`config.mk`:
```
export PLATFORM = sky130hd
export DESIGN_NAME = frfcfs_sched
export DESIGN_NICKNAME = d
export VERILOG_FILES = /design/src/rtl/frfcfs_pkg.sv /design/src/rtl/frfcfs_bank.sv /design/src/rtl/frfcfs_chan.sv /design/src/rtl/frfcfs_sched.sv
export SDC_FILE = /design/constraint.sdc
export NUM_CORES = 1
export LEC_CHECK = 0
export ABC_AREA = 1
export BUFFER_PORTS_ARGS = -buffer_cell sky130_fd_sc_hd__buf_2
export CAP_MARGIN = 20
export CORE_MARGIN = 4
export CORE_UTILIZATION = 55
export CTS_CLUSTER_DIAMETER = 80
export DETAILED_ROUTE_END_ITERATION = 6
export PLACE_DENSITY = 0.71
export SETUP_SLACK_MARGIN = 0.4
export SYNTH_ARGS = -nofsm -noshare
export SYNTH_HDL_FRONTEND = slang
export SYNTH_SLANG_ARGS = --single-unit
```
`constraint.sdc`:
```
create_clock -name clk -period 15 [get_ports clk]
set_input_delay 2.25 -clock clk [delete_from_list [all_inputs] [get_ports clk]]
set_output_delay 2.25 -clock clk [all_outputs]
set_load 0.05 [all_outputs]
```
`src/rtl/frfcfs_pkg.sv`:
```
// Shared types for the two-level read scheduler.
package frfcfs_pkg;
    typedef enum logic [1:0] {
        CMD_NONE = 2'd0,
        CMD_ACT  = 2'd1,
        CMD_PRE  = 2'd2,
        CMD_RD   = 2'd3
    } cmd_kind_e;
endpackage

```
`src/rtl/frfcfs_bank.sv`:
```
// One bank: request slots, open-row state, bank timing counters and the
// row-hit-first, then earliest-arrival selection. It offers its winner only
// when that winner's next command meets the bank timing. It assumes that live
// arrival stamps lie within half the stamp range, and that enq is never raised
// while full.
module frfcfs_bank
    import frfcfs_pkg::*;
#(
    parameter int DEPTH  = 4,
    parameter int ROW_W  = 8,
    parameter int COL_W  = 6,
    parameter int ID_W   = 8,
    parameter int CORE_W = 2,
    parameter int AGE_W  = 6,
    parameter int T_RCD  = 3,
    parameter int T_RP   = 3,
    parameter int T_RAS  = 5
) (
    input  logic              clk,
    input  logic              rst_n,
    input  logic              enq,
    input  logic [ROW_W-1:0]  enq_row,
    input  logic [COL_W-1:0]  enq_col,
    input  logic [ID_W-1:0]   enq_id,
    input  logic [CORE_W-1:0] enq_core,
    input  logic [AGE_W-1:0]  enq_age,
    output logic              full,
    output logic              cand_valid,
    output cmd_kind_e         cand_kind,
    output logic [AGE_W-1:0]  cand_age,
    output logic [ROW_W-1:0]  cand_row,
    output logic [COL_W-1:0]  cand_col,
    output logic [ID_W-1:0]   cand_id,
    output logic [CORE_W-1:0] cand_core,
    input  logic              grant
);
    localparam int IDX_W = (DEPTH > 1) ? $clog2(DEPTH) : 1;
    localparam int T_M1  = (T_RCD > T_RP) ? T_RCD : T_RP;
    localparam int T_MAX = (T_M1 > T_RAS) ? T_M1 : T_RAS;
    localparam int CNT_W = $clog2(T_MAX + 1);

    logic [DEPTH-1:0]  slot_v;
    logic [ROW_W-1:0]  row_q  [DEPTH];
    logic [COL_W-1:0]  col_q  [DEPTH];
    logic [ID_W-1:0]   id_q   [DEPTH];
    logic [CORE_W-1:0] core_q [DEPTH];
    logic [AGE_W-1:0]  age_q  [DEPTH];

    logic              open_v;
    logic [ROW_W-1:0]  open_row;
    logic [CNT_W-1:0]  rcd_c, rp_c, ras_c;

    logic              have;
    logic              best_hit;
    logic [IDX_W-1:0]  best;
    logic [IDX_W-1:0]  free_idx;
    logic              time_ok;

    // True when stamp a arrived before stamp b, modulo wraparound.
    function automatic logic older(input logic [AGE_W-1:0] a, input logic [AGE_W-1:0] b);
        logic [AGE_W-1:0] d;
        d = a - b;
        return d[AGE_W-1];
    endfunction

    // Pick the winner: row hits first, then the earliest arrival.
    always_comb begin
        have     = 1'b0;
        best_hit = 1'b0;
        best     = '0;
        for (int i = 0; i < DEPTH; i++) begin
            logic hit_i;
            hit_i = open_v && (row_q[i] == open_row);
            if (slot_v[i] && (!have || (hit_i && !best_hit) ||
                              ((hit_i == best_hit) && older(age_q[i], age_q[best])))) begin
                have     = 1'b1;
                best     = IDX_W'(i);
                best_hit = hit_i;
            end
        end
    end

    // Lowest free slot for the next arrival.
    always_comb begin
        free_idx = '0;
        for (int i = DEPTH - 1; i >= 0; i--) begin
            if (!slot_v[i]) free_idx = IDX_W'(i);
        end
    end

    // Next command for the winner, and the bank timing gate on it.
    always_comb begin
        if (!open_v) begin
            cand_kind = CMD_ACT;
            time_ok   = (rp_c == '0);
        end else if (best_hit) begin
            cand_kind = CMD_RD;
            time_ok   = (rcd_c == '0);
        end else begin
            cand_kind = CMD_PRE;
            time_ok   = (ras_c == '0);
        end
    end

    assign cand_valid = have && time_ok;
    assign cand_age   = age_q[best];
    assign cand_row   = row_q[best];
    assign cand_col   = col_q[best];
    assign cand_id    = id_q[best];
    assign cand_core  = core_q[best];
    assign full       = &slot_v;

    // Slot occupancy, open-row state and bank timing counters.
    always_ff @(posedge clk) begin
        if (!rst_n) begin
            slot_v   <= '0;
            open_v   <= 1'b0;
            open_row <= '0;
            rcd_c    <= '0;
            rp_c     <= '0;
            ras_c    <= '0;
        end else begin
            if (rcd_c != '0) rcd_c <= rcd_c - 1'b1;
            if (rp_c  != '0) rp_c  <= rp_c  - 1'b1;
            if (ras_c != '0) ras_c <= ras_c - 1'b1;
            if (grant) begin
                case (cand_kind)
                    CMD_ACT: begin
                        open_v   <= 1'b1;
                        open_row <= row_q[best];
                        rcd_c    <= CNT_W'(T_RCD - 1);
                        ras_c    <= CNT_W'(T_RAS - 1);
                    end
                    CMD_PRE: begin
                        open_v <= 1'b0;
                        rp_c   <= CNT_W'(T_RP - 1);
                    end
                    CMD_RD:  slot_v[best] <= 1'b0;
                    default: ;
                endcase
            end
            if (enq) slot_v[free_idx] <= 1'b1;
        end
    end

    // Request payload capture on arrival.
    always_ff @(posedge clk) begin
        if (enq) begin
            row_q[free_idx]  <= enq_row;
            col_q[free_idx]  <= enq_col;
            id_q[free_idx]   <= enq_id;
            core_q[free_idx] <= enq_core;
            age_q[free_idx]  <= enq_age;
        end
    end
endmodule

```
`src/rtl/frfcfs_chan.sv`:
```
// Channel arbiter. Among offered bank winners whose command meets the channel
// spacing rules (READ to READ, ACTIVATE to ACTIVATE), it grants the earliest
// arrival. At most one grant is given per cycle. It assumes live stamps lie
// within half the stamp range.
module frfcfs_chan
    import frfcfs_pkg::*;
#(
    parameter int NB    = 4,
    parameter int AGE_W = 6,
    parameter int T_CCD = 2,
    parameter int T_RRD = 2
) (
    input  logic                  clk,
    input  logic                  rst_n,
    input  logic                  cand_valid [NB],
    input  cmd_kind_e             cand_kind  [NB],
    input  logic [AGE_W-1:0]      cand_age   [NB],
    output logic [NB-1:0]         grant,
    output logic                  gnt_any,
    output logic [$clog2(NB)-1:0] gnt_bank,
    output cmd_kind_e             gnt_kind
);
    localparam int BW    = $clog2(NB);
    localparam int T_MAX = (T_CCD > T_RRD) ? T_CCD : T_RRD;
    localparam int CNT_W = $clog2(T_MAX + 1);

    logic [CNT_W-1:0] ccd_c, rrd_c;

    // True when stamp a arrived before stamp b, modulo wraparound.
    function automatic logic older(input logic [AGE_W-1:0] a, input logic [AGE_W-1:0] b);
        logic [AGE_W-1:0] d;
        d = a - b;
        return d[AGE_W-1];
    endfunction

    // Earliest-arrival choice among eligible bank winners.
    always_comb begin
        gnt_any  = 1'b0;
        gnt_bank = '0;
        for (int b = 0; b < NB; b++) begin
            logic elig;
            elig = cand_valid[b] &&
                   !((cand_kind[b] == CMD_RD)  && (ccd_c != '0)) &&
                   !((cand_kind[b] == CMD_ACT) && (rrd_c != '0));
            if (elig && (!gnt_any || older(cand_age[b], cand_age[gnt_bank]))) begin
                gnt_any  = 1'b1;
                gnt_bank = BW'(b);
            end
        end
        gnt_kind = gnt_any ? cand_kind[gnt_bank] : CMD_NONE;
        grant    = '0;
        if (gnt_any) grant[gnt_bank] = 1'b1;
    end

    // Channel spacing counters, loaded when the matching command is granted.
    always_ff @(posedge clk) begin
        if (!rst_n) begin
            ccd_c <= '0;
            rrd_c <= '0;
        end else begin
            if (ccd_c != '0) ccd_c <= ccd_c - 1'b1;
            if (rrd_c != '0) rrd_c <= rrd_c - 1'b1;
            if (gnt_kind == CMD_RD)  ccd_c <= CNT_W'(T_CCD - 1);
            if (gnt_kind == CMD_ACT) rrd_c <= CNT_W'(T_RRD - 1);
        end
    end
endmodule

```
`src/rtl/frfcfs_sched.sv`:
```
// Top of the two-level read scheduler. It steers each accepted request into
// its bank, stamps it with an arrival count, and registers the granted
// command and completion. It assumes all timing parameters are at least 1.
module frfcfs_sched
    import frfcfs_pkg::*;
#(
    parameter int NUM_BANKS   = 4,
    parameter int QUEUE_DEPTH = 4,
    parameter int ROW_W       = 8,
    parameter int COL_W       = 6,
    parameter int ID_W        = 8,
    parameter int CORE_W      = 2,
    parameter int AGE_W       = 6,
    parameter int T_RCD       = 3,
    parameter int T_RP        = 3,
    parameter int T_RAS       = 5,
    parameter int T_CCD       = 2,
    parameter int T_RRD       = 2
) (
    input  logic                         clk,
    input  logic                         rst_n,
    input  logic                         req_valid,
    output logic                         req_ready,
    input  logic [$clog2(NUM_BANKS)-1:0] req_bank,
    input  logic [ROW_W-1:0]             req_row,
    input  logic [COL_W-1:0]             req_col,
    input  logic [ID_W-1:0]              req_id,
    input  logic [CORE_W-1:0]            req_core,
    output logic                         cmd_valid,
    output logic [1:0]                   cmd_kind,
    output logic [$clog2(NUM_BANKS)-1:0] cmd_bank,
    output logic [ROW_W-1:0]             cmd_row,
    output logic [COL_W-1:0]             cmd_col,
    output logic                         done_valid,
    output logic [ID_W-1:0]              done_id,
    output logic [CORE_W-1:0]            done_core
);
    localparam int BW = $clog2(NUM_BANKS);

    logic [NUM_BANKS-1:0] bank_full;
    logic [NUM_BANKS-1:0] grant;
    logic                 c_valid [NUM_BANKS];
    cmd_kind_e            c_kind  [NUM_BANKS];
    logic [AGE_W-1:0]     c_age   [NUM_BANKS];
    logic [ROW_W-1:0]     c_row   [NUM_BANKS];
    logic [COL_W-1:0]     c_col   [NUM_BANKS];
    logic [ID_W-1:0]      c_id    [NUM_BANKS];
    logic [CORE_W-1:0]    c_core  [NUM_BANKS];
    logic                 gnt_any;
    logic [BW-1:0]        gnt_bank;
    cmd_kind_e            gnt_kind;
    logic [AGE_W-1:0]     age_ctr;
    logic                 accept;

    assign req_ready = !bank_full[req_bank];
    assign accept    = req_valid && req_ready;

    // One bank unit for each bank.
    for (genvar b = 0; b < NUM_BANKS; b++) begin : g_bank
        frfcfs_bank #(
            .DEPTH(QUEUE_DEPTH), .ROW_W(ROW_W), .COL_W(COL_W), .ID_W(ID_W),
            .CORE_W(CORE_W), .AGE_W(AGE_W), .T_RCD(T_RCD), .T_RP(T_RP), .T_RAS(T_RAS)
        ) bank_i (
            .clk(clk), .rst_n(rst_n),
            .enq(accept && (req_bank == BW'(b))),
            .enq_row(req_row), .enq_col(req_col), .enq_id(req_id),
            .enq_core(req_core), .enq_age(age_ctr),
            .full(bank_full[b]),
            .cand_valid(c_valid[b]), .cand_kind(c_kind[b]), .cand_age(c_age[b]),
            .cand_row(c_row[b]), .cand_col(c_col[b]), .cand_id(c_id[b]),
            .cand_core(c_core[b]),
            .grant(grant[b])
        );
    end

    frfcfs_chan #(
        .NB(NUM_BANKS), .AGE_W(AGE_W), .T_CCD(T_CCD), .T_RRD(T_RRD)
    ) chan_i (
        .clk(clk), .rst_n(rst_n),
        .cand_valid(c_valid), .cand_kind(c_kind), .cand_age(c_age),
        .grant(grant), .gnt_any(gnt_any), .gnt_bank(gnt_bank), .gnt_kind(gnt_kind)
    );

    // Arrival stamp, advanced once for each accepted request.
    always_ff @(posedge clk) begin
        if (!rst_n) age_ctr <= '0;
        else if (accept) age_ctr <= age_ctr + 1'b1;
    end

    // Registered command and completion outputs.
    always_ff @(posedge clk) begin
        if (!rst_n) begin
            cmd_valid  <= 1'b0;
            cmd_kind   <= CMD_NONE;
            cmd_bank   <= '0;
            cmd_row    <= '0;
            cmd_col    <= '0;
            done_valid <= 1'b0;
            done_id    <= '0;
            done_core  <= '0;
        end else begin
            cmd_valid  <= gnt_any;
            cmd_kind   <= gnt_kind;
            cmd_bank   <= gnt_bank;
            cmd_row    <= c_row[gnt_bank];
            cmd_col    <= c_col[gnt_bank];
            done_valid <= gnt_any && (gnt_kind == CMD_RD);
            done_id    <= c_id[gnt_bank];
            done_core  <= c_core[gnt_bank];
        end
    end
endmodule

```
== Word-level counts from Yosys, hierarchy flattened ==
Memory sizes are Yosys's and may differ from the RTL's.
Index checks and enable logic that the tools add are counted.

* $add $sub $neg: 30
* Eq/ne operators: 45
* Magnitude comparators: 22
* Reductions and logical operators: 200
* Multiplexer cells: 194
* Bitwise operators: 16

{| class="wikitable"
|+ Operators by type and width
! cell !! number
|-
| $eq 8x8->1 || 16
|-
| $mux 3 || 36
|-
| $logic_and 1x1->1 || 90
|-
| $sub 6x6->6 || 15
|-
| $mux 1 || 75
|-
| $mux 2 || 35
|-
| $mux 4 || 17
|-
| $bmux 6 s2 || 3
|-
| $logic_not 1->1 || 36
|-
| $logic_not 3->1 || 12
|-
| $mux 6 || 6
|-
| $reduce_bool 3->1 || 12
|-
| $sub 3x1->3 const B || 12
|-
| $bmux 8 s2 || 2
|-
| $mux 8 || 4
|-
| $lt 2x3->1 const B || 10
|-
| $logic_or 1x1->1 || 27
|-
| $eq 2x2->1 const B || 11
|-
| $demux 1 s2 || 9
|-
| $ge 2x1->1 const B || 9
|-
| $and 4x4->4 || 4
|-
| $not 4->4 || 4
|-
| $or 4x4->4 || 4
|-
| $reduce_and 2->1 || 8
|-
| 14 further kinds || 50
|}

* Bits in writable memories: 480
* Register bits: 128
* Output and inout bits: 31
* Memories: 20
* Word-level logic and storage cells: 564
* Input port bits: 29

{| class="wikitable"
|+ Memory list
! name !! depth !! bits a word !! read ports !! clocked after memory_dff !! write ports !! line !! RTL
|-
| g_bank[0].bank_i.id_q || 4 || 8 || 1 || 0 || 1 || frfcfs_bank.sv:45 || <nowiki>logic [ID_W-1:0] id_q [DEPTH];</nowiki>
|-
| g_bank[0].bank_i.row_q || 4 || 8 || 5 || 0 || 1 || frfcfs_bank.sv:43 || <nowiki>logic [ROW_W-1:0] row_q [DEPTH];</nowiki>
|-
| g_bank[1].bank_i.id_q || 4 || 8 || 1 || 0 || 1 || frfcfs_bank.sv:45 ||
|-
| g_bank[1].bank_i.row_q || 4 || 8 || 5 || 0 || 1 || frfcfs_bank.sv:43 ||
|-
| g_bank[2].bank_i.id_q || 4 || 8 || 1 || 0 || 1 || frfcfs_bank.sv:45 ||
|-
| g_bank[2].bank_i.row_q || 4 || 8 || 5 || 0 || 1 || frfcfs_bank.sv:43 ||
|-
| 14 more memories || n/a || n/a || n/a || n/a || n/a || n/a ||
|}

== Depth between registers and ports, before layout ==
An unclocked memory read counts as a cell.

* Depth after elaboration: 59
* Gate-level depth with buffers: 78
* Mapped depth without buffers: 72

== Modules after synthesis ==
Synthesis repeated with hierarchy kept, for this count alone.

* Cells, all modules: 3123
* Area total of the unflattened synthesis: 30005.0 um^2

{| class="wikitable"
|+ By module, submodules not included
! module !! instances !! area an instance (um^2) !! cells an instance
|-
| frfcfs_bank at g_bank[1].bank_i || 1 || 6807.8 || 676
|-
| frfcfs_bank at g_bank[0].bank_i || 1 || 6722.7 || 649
|-
| frfcfs_bank at g_bank[2].bank_i || 1 || 6701.4 || 650
|-
| frfcfs_bank at g_bank[3].bank_i || 1 || 6610.1 || 644
|-
| frfcfs_sched || 1 || 2024.4 || 317
|-
| frfcfs_chan || 1 || 1138.6 || 187
|}

== Worst setup path before layout ==
OpenSTA, ideal clock, no wires.

* Path kind: register to register
* Start point: register g_bank[0].bank_i.open_row[6], read port of g_bank[0].bank_i.row_q
* End point: register g_bank[2].bank_i.open_row[1], read port of g_bank[2].bank_i.row_q
* Cell stages (with the launch flop): 67
* Arrival time: 9.295 ns
* Required time: 14.878 ns
* Slack: 5.584 ns
* Setup time: 0.122 ns
* Buffers on the path: 8
* Cell sequence: dfxtp_1 -> clkbuf_1 -> xor2_1 -> a2111oi_0 -> nand3_1 -> nor3_1 -> ha_1 -> nand3_1 -> nand2_2 -> nand2_2 -> clkbuf_1 -> o21ai_0 -> ha_1 -> a21oi_1 -> nor2_1 -> a211oi_1 -> nand3_1 -> nand3_1 -> (+31 left out) -> nand2_4 -> buf_2 -> o21ai_0 -> ha_1 -> a21oi_1 -> nor2_1 -> a211oi_1 -> nand2_1 -> nand2_1 -> nand3_4 -> nand2_4 -> nand2_2 -> buf_6 -> inv_2 -> nand2_1 -> buf_4 -> o21ai_1 -> a21oi_1

* Cells in the longest elaborated chain, start to end: 55
* Elaborated cells on any way between the ends: 91
* Classes of those cells: add/sub (5); order compare (2); eq/ne (9); mux (30); bitwise (2); reduce/logical (42); memory (1)

{| class="wikitable"
|+ Ends and longest elaborated chain
! element !! line !! RTL
|-
| start: declaration || frfcfs_bank.sv:50 || <nowiki>logic [ROW_W-1:0] open_row;</nowiki>
|-
| branches (longest 53 deep; another with $mem_v2 4x6) || n/a ||
|-
| $mux 4 * || frfcfs_chan.sv:52 || <nowiki>if (gnt_any) grant[gnt_bank] = 1'b1;</nowiki>
|-
| $reduce_and 2->1 (no source line) * || n/a ||
|-
| end: declaration || frfcfs_bank.sv:50 ||
|}

Mark *: on every way between the ends. The select of a mux whose other input is x is not followed.
A chain may end at the register's enable or synchronous reset.

== Worst setup path in the final report ==
* Start point: register g_bank[1].bank_i.open_row[5], read port of g_bank[1].bank_i.row_q
* End point: register g_bank[0].bank_i.slot_v[3]

* Cells in the longest elaborated chain, start to end: 55
* Elaborated cells on any way between the ends: 92
* Classes of those cells: add/sub (5); order compare (2); eq/ne (9); mux (32); bitwise (3); reduce/logical (40); memory (1)

{| class="wikitable"
|+ Ends and longest elaborated chain
! element !! line !! RTL
|-
| start: declaration || frfcfs_bank.sv:50 ||
|-
| branches (longest 50 deep; another with $mem_v2 4x6) || n/a ||
|-
| $mux 4 * || frfcfs_chan.sv:52 ||
|-
| $mux 4 * || frfcfs_bank.sv:126 || <nowiki>if (grant) begin</nowiki>
|-
| $mux 4 * || frfcfs_bank.sv:115 || <nowiki>if (!rst_n) begin</nowiki>
|-
| $or 4x4->4 (no source line) || n/a ||
|-
| $mux 4 * || frfcfs_bank.sv:142 || <nowiki>if (enq) slot_v[free_idx] <= 1'b1;</nowiki>
|-
| end signal: assignment || frfcfs_bank.sv:116 || <nowiki>slot_v <= '0;</nowiki>
|-
| end signal: indexed assignment || frfcfs_bank.sv:138 || <nowiki>CMD_RD: slot_v[best] <= 1'b0;</nowiki>
|-
| end signal: indexed assignment || frfcfs_bank.sv:142 ||
|-
| end: declaration || frfcfs_bank.sv:42 || <nowiki>logic [DEPTH-1:0] slot_v;</nowiki>
|}

Marked as above.

==> load_flow_metrics.sql <==
INSERT INTO impl_metrics (metric_group, metric, value, unit) VALUES
('outcome', 'status', 'finished clean', ''),
('sta', 'grt_setup_unrepaired', 'no', ''),
('synth', 'synth_enable_flop_cells', '480', ''),
('setup_path', 'reg2reg_depth', '65', ''),
('final_layout', 'final_core_utilization', '62.1', '%'),
('synth', 'synth-main-ff-cell', 'sky130_fd_sc_hd__edfxtp_1', ''),
('synth', 'synthesis.nets', '2797', ''),
('final_layout', 'antenna_cells_inserted', '0', ''),
('routing', 'maxUsedRoutingLayer', 'met4', ''),
('setup_path', 'crit_path_end_kind', 'flip-flop', ''),
('floorplan', 'rows', '82', ''),
('sta', 'finalHoldViolations', '0', ''),
('setup_path', 'largest_stage_delay_worst_path', '0.71', 'ns'),
('sta', 'tightest_slew', '1.23', 'ns'),
('setup_path', 'cp.arrival', '12.73', 'ns'),
('floorplan', 'die-area', '54500', 'sq um'),
('final_layout', 'finalNetCount', '2866', ''),
('placement', 'dp_hpwl', '54.4', 'mm'),
('placement', 'postPlaceCellArea', '29000', 'sq um'),
('worst_hold_path', 'holdPathEnd', 'g_bank[0].bank_i.ras_c[0]', ''),
('sta', 'finalWorstPathRequiredPeriod', '12.25', 'ns'),
('setup_path', 'cp_max_fo', '36', ''),
('floorplan', 'die_w', '233', 'um'),
('final_layout', 'finish.instance_area', '31200', 'sq um'),
('routing', 'wirelength', '80.8', 'mm'),
('routing', 'met2_length', '38.3', 'mm'),
('global_routing', 'grt_first_pass_wirelength', '123', 'mm'),
('setup_path', 'reg2reg_setup_slack', '2.75', 'ns'),
('global_routing', 'grt_util_overall', '29.7', '%'),
('synth', 'yosys_warnings', '0', ''),
('synth', 'ys_async_sr_fraction', '0', '%'),
('routing', 'm1WireLength', '32.7', 'mm'),
('clock_tree', 'clock_edge_transition_at_the_registers_on_the_reported_setup_and_hold_paths', '0.06', 'ns'),
('clock_tree', 'clock_tree_from_tritoncts', 'done', ''),
('sta', 'worst_hold_slack', '0.466', 'ns'),
('sta', 'worst_slack', '2.75', 'ns'),
('setup_path', 'critical_path.reg2reg.startpoint', 'g_bank[1].bank_i.open_row[5]', ''),
('synth', 'synthesis.area', '28000', 'sq um'),
('setup_path', 'cp-start-kind', 'flip-flop', ''),
('sta', 'fin_worst_skew', '0.0231', 'ns'),
('setup_path', 'critical-path-top-delay-family', 'simple AND/OR/NAND/NOR gates', ''),
('floorplan', 'chipHeight', '233', 'um'),
('clock_tree', 'clk_path_buf_depth', '3', ''),
('global_routing', 'sum_of_overflow_across_all_layers_after_global_routing', '0', ''),
('final_layout', 'area.growth.synth_to_final', '11.4', '%'),
('synth', 'syn-instance-count', '2669', ''),
('setup_path', 'crit_buf_inv', '3', ''),
('synth', 'synth_cell_types', '57', ''),
('placement', 'dp_worst_setup_slack', '2.95', 'ns'),
('worst_hold_path', 'hold_path_class', 'flip-flop to flip-flop', ''),
('routing', 'remaining_drc_errors', '0', ''),
('run', 'cap_violations', '0', ''),
('worst_hold_path', 'worst_hold_path.num_cells', '1', ''),
('clock_tree', 'cts_made_buffers', '66', ''),
('placement', 'gpl.final_weighted_congestion', '0.922', ''),
('setup_path', 'critical-path-top-cell-by-count', 'sky130_fd_sc_hd__nand2_1', ''),
('routing', 'detailroute.wirelength.met3', '6.85', 'mm'),
('routing', 'vias', '21000', ''),
('global_routing', 'grt_start_max_net_pins', '52', ''),
('placement', 'numPortBuffers', '59', ''),
('sta', 'max_slew_margin', '18.0', '%'),
('setup_path', 'crit_required', '15.48', 'ns'),
('clock_tree', 'total_clock_sinks', '608', ''),
('floorplan', 'initial_utilization', '55.7', '%'),
('power_and_ir_drop', 'p_per_area', '137', 'nW/um^2'),
('global_routing', 'grt_antenna_before_repair', '0', ''),
('sta', 'timing.final.setup_violations', '0', ''),
('setup_path', 'master_of_the_slowest_instance_on_the_critical_path', 'sky130_fd_sc_hd__nor2_4', ''),
('routing', 'route.detailed.wl_per_inst', '23.4', 'um'),
('clock_tree', 'cts.htree.levels', '3', ''),
('routing', 'vias_per_cell', '6.07', '');
power breakdown:
| part | internal [mW] | switching (mW) | leakage, nW |
|---|---|---|---|
| Clock | 0.954 | 0.661 | 1.04 |
| Combinational | 0.201 | 0.457 | 5.74 |
| Sequential | 1.91 | 0.0720 | 5.43 |
worst max-delay path by stage:
| stage | depth (start not counted) | endpoint | slack [ns] |
|---|---|---|---|
| 3_5_place_dp | 64 | g_bank[0].bank_i.slot_v[0] | 2.95 |
| 6_report | 65 | g_bank[0].bank_i.slot_v[3] | 2.75 |
| 3_3_place_gp | 64 | g_bank[0].bank_i.slot_v[0] | 3.30 |
| 2_1_floorplan | 66 | g_bank[2].bank_i.open_row[1] | 5.58 |
| 4_1_cts | 65 | g_bank[0].bank_i.slot_v[0] | 2.86 |
| 5_1_grt | 65 | g_bank[0].bank_i.slot_v[1] | 1.36 |
cell families after synthesis:
family,share of synthesized area [%]
fa+ha+maj,4.43
simple gates,12.9
compound gates,14.2
xor+xnor,1.88
buf+inv,5.86
flops,60.7
synthesized netlist by cell type, types with 8 or more instances:
cell type / number / area share, %
sky130_fd_sc_hd__a21oi_1: 150 / 2.7
sky130_fd_sc_hd__a22o_1: 10 / 0.31
sky130_fd_sc_hd__edfxtp_1: 480 / 52
sky130_fd_sc_hd__o22ai_1: 49 / 1.1
sky130_fd_sc_hd__nor3_1: 17 / 0.30
sky130_fd_sc_hd__a31oi_1: 30 / 0.67
sky130_fd_sc_hd__a211oi_1: 17 / 0.46
sky130_fd_sc_hd__inv_1: 306 / 4.1
sky130_fd_sc_hd__o21ai_1: 45 / 0.81
sky130_fd_sc_hd__buf_2: 15 / 0.27
sky130_fd_sc_hd__clkbuf_1: 63 / 0.85
sky130_fd_sc_hd__o2111ai_1: 8 / 0.25
sky130_fd_sc_hd__inv_2: 19 / 0.26
sky130_fd_sc_hd__o21a_1: 10 / 0.27
sky130_fd_sc_hd__nand2_1: 434 / 5.8
sky130_fd_sc_hd__nand2_2: 27 / 0.60
sky130_fd_sc_hd__nand4_1: 27 / 0.60
sky130_fd_sc_hd__xor2_1: 48 / 1.5
sky130_fd_sc_hd__nor4_1: 17 / 0.38
sky130_fd_sc_hd__o21ai_0: 203 / 3.6
sky130_fd_sc_hd__dfxtp_1: 128 / 9.2
sky130_fd_sc_hd__o211ai_1: 10 / 0.27
sky130_fd_sc_hd__a22oi_1: 40 / 1.1
sky130_fd_sc_hd__a221oi_1: 56 / 1.8
sky130_fd_sc_hd__ha_1: 99 / 4.4
sky130_fd_sc_hd__nor2_1: 179 / 2.4
sky130_fd_sc_hd__nand3_1: 94 / 1.7
sky130_fd_sc_hd__xnor2_1: 12 / 0.38
cell type report:
class	instances	area, sq um
fillers	4003	19000
flip-flops and latches	608	17000
multi-input cells	1643	9420
clock buffers	87	1800
inverters	327	1230
well taps	672	841
repair buffers	92	543
clock inverters	32	338
per-layer routing:
| metal | GRT usage (%) | vias to the layer above |
|---|---|---|
| met5 | 0 | - |
| met4 | 11.3 | 0 |
| met3 | 4.79 | 173 |
| met2 | 48.9 | 1016 |
| li1 | - | 9613 |
| met1 | 40.0 | 10200 |
cell usage in the layout, fill, tap and decap left out, types with 33 or more instances in the layout:
master | netlist | layout
sky130_fd_sc_hd__o21ai_1 | 45 | 45
sky130_fd_sc_hd__o22ai_1 | 49 | 49
sky130_fd_sc_hd__o21ai_0 | 203 | 203
sky130_fd_sc_hd__nand3_1 | 94 | 94
sky130_fd_sc_hd__inv_1 | 306 | 305
sky130_fd_sc_hd__xor2_1 | 48 | 48
sky130_fd_sc_hd__ha_1 | 99 | 99
sky130_fd_sc_hd__buf_2 | 15 | 59
sky130_fd_sc_hd__a221oi_1 | 56 | 56
sky130_fd_sc_hd__dfxtp_1 | 128 | 128
sky130_fd_sc_hd__a21oi_1 | 150 | 150
sky130_fd_sc_hd__edfxtp_1 | 480 | 480
sky130_fd_sc_hd__clkbuf_16 | 0 | 68
sky130_fd_sc_hd__buf_4 | 7 | 33
sky130_fd_sc_hd__nand2_1 | 434 | 434
sky130_fd_sc_hd__nor2_1 | 179 | 173
sky130_fd_sc_hd__a22oi_1 | 40 | 40
flip-flops by register name (all words and copies together) (netlist names):
name and cells:
g_bank.bank_i.age_q 96, chan_i.ccd_c 2, g_bank.bank_i.rcd_c 12, g_bank.bank_i.core_q 32, cmd_kind 2, cmd_valid 1, g_bank.bank_i.ras_c 12, done_core 2
chan_i.rrd_c 2, g_bank.bank_i.slot_v 16, cmd_col 6, g_bank.bank_i.col_q 96, g_bank.bank_i.rp_c 12, cmd_row 8, age_ctr 6, g_bank.bank_i.open_v 4
cmd_bank 2, done_valid 1, g_bank.bank_i.open_row 32, g_bank.bank_i.id_q 128, g_bank.bank_i.row_q 128, done_id 8
through the flow:
stage	total power, mW	instances
4_1_cts	4.26	3461
3_5_place_dp	2.66	3342
3_3_place_gp	2.63	3342
6_report	4.25	3461
5_1_grt	4.43	3461
2_1_floorplan	2.46	2669
Power figures use the tool's default switching activity.
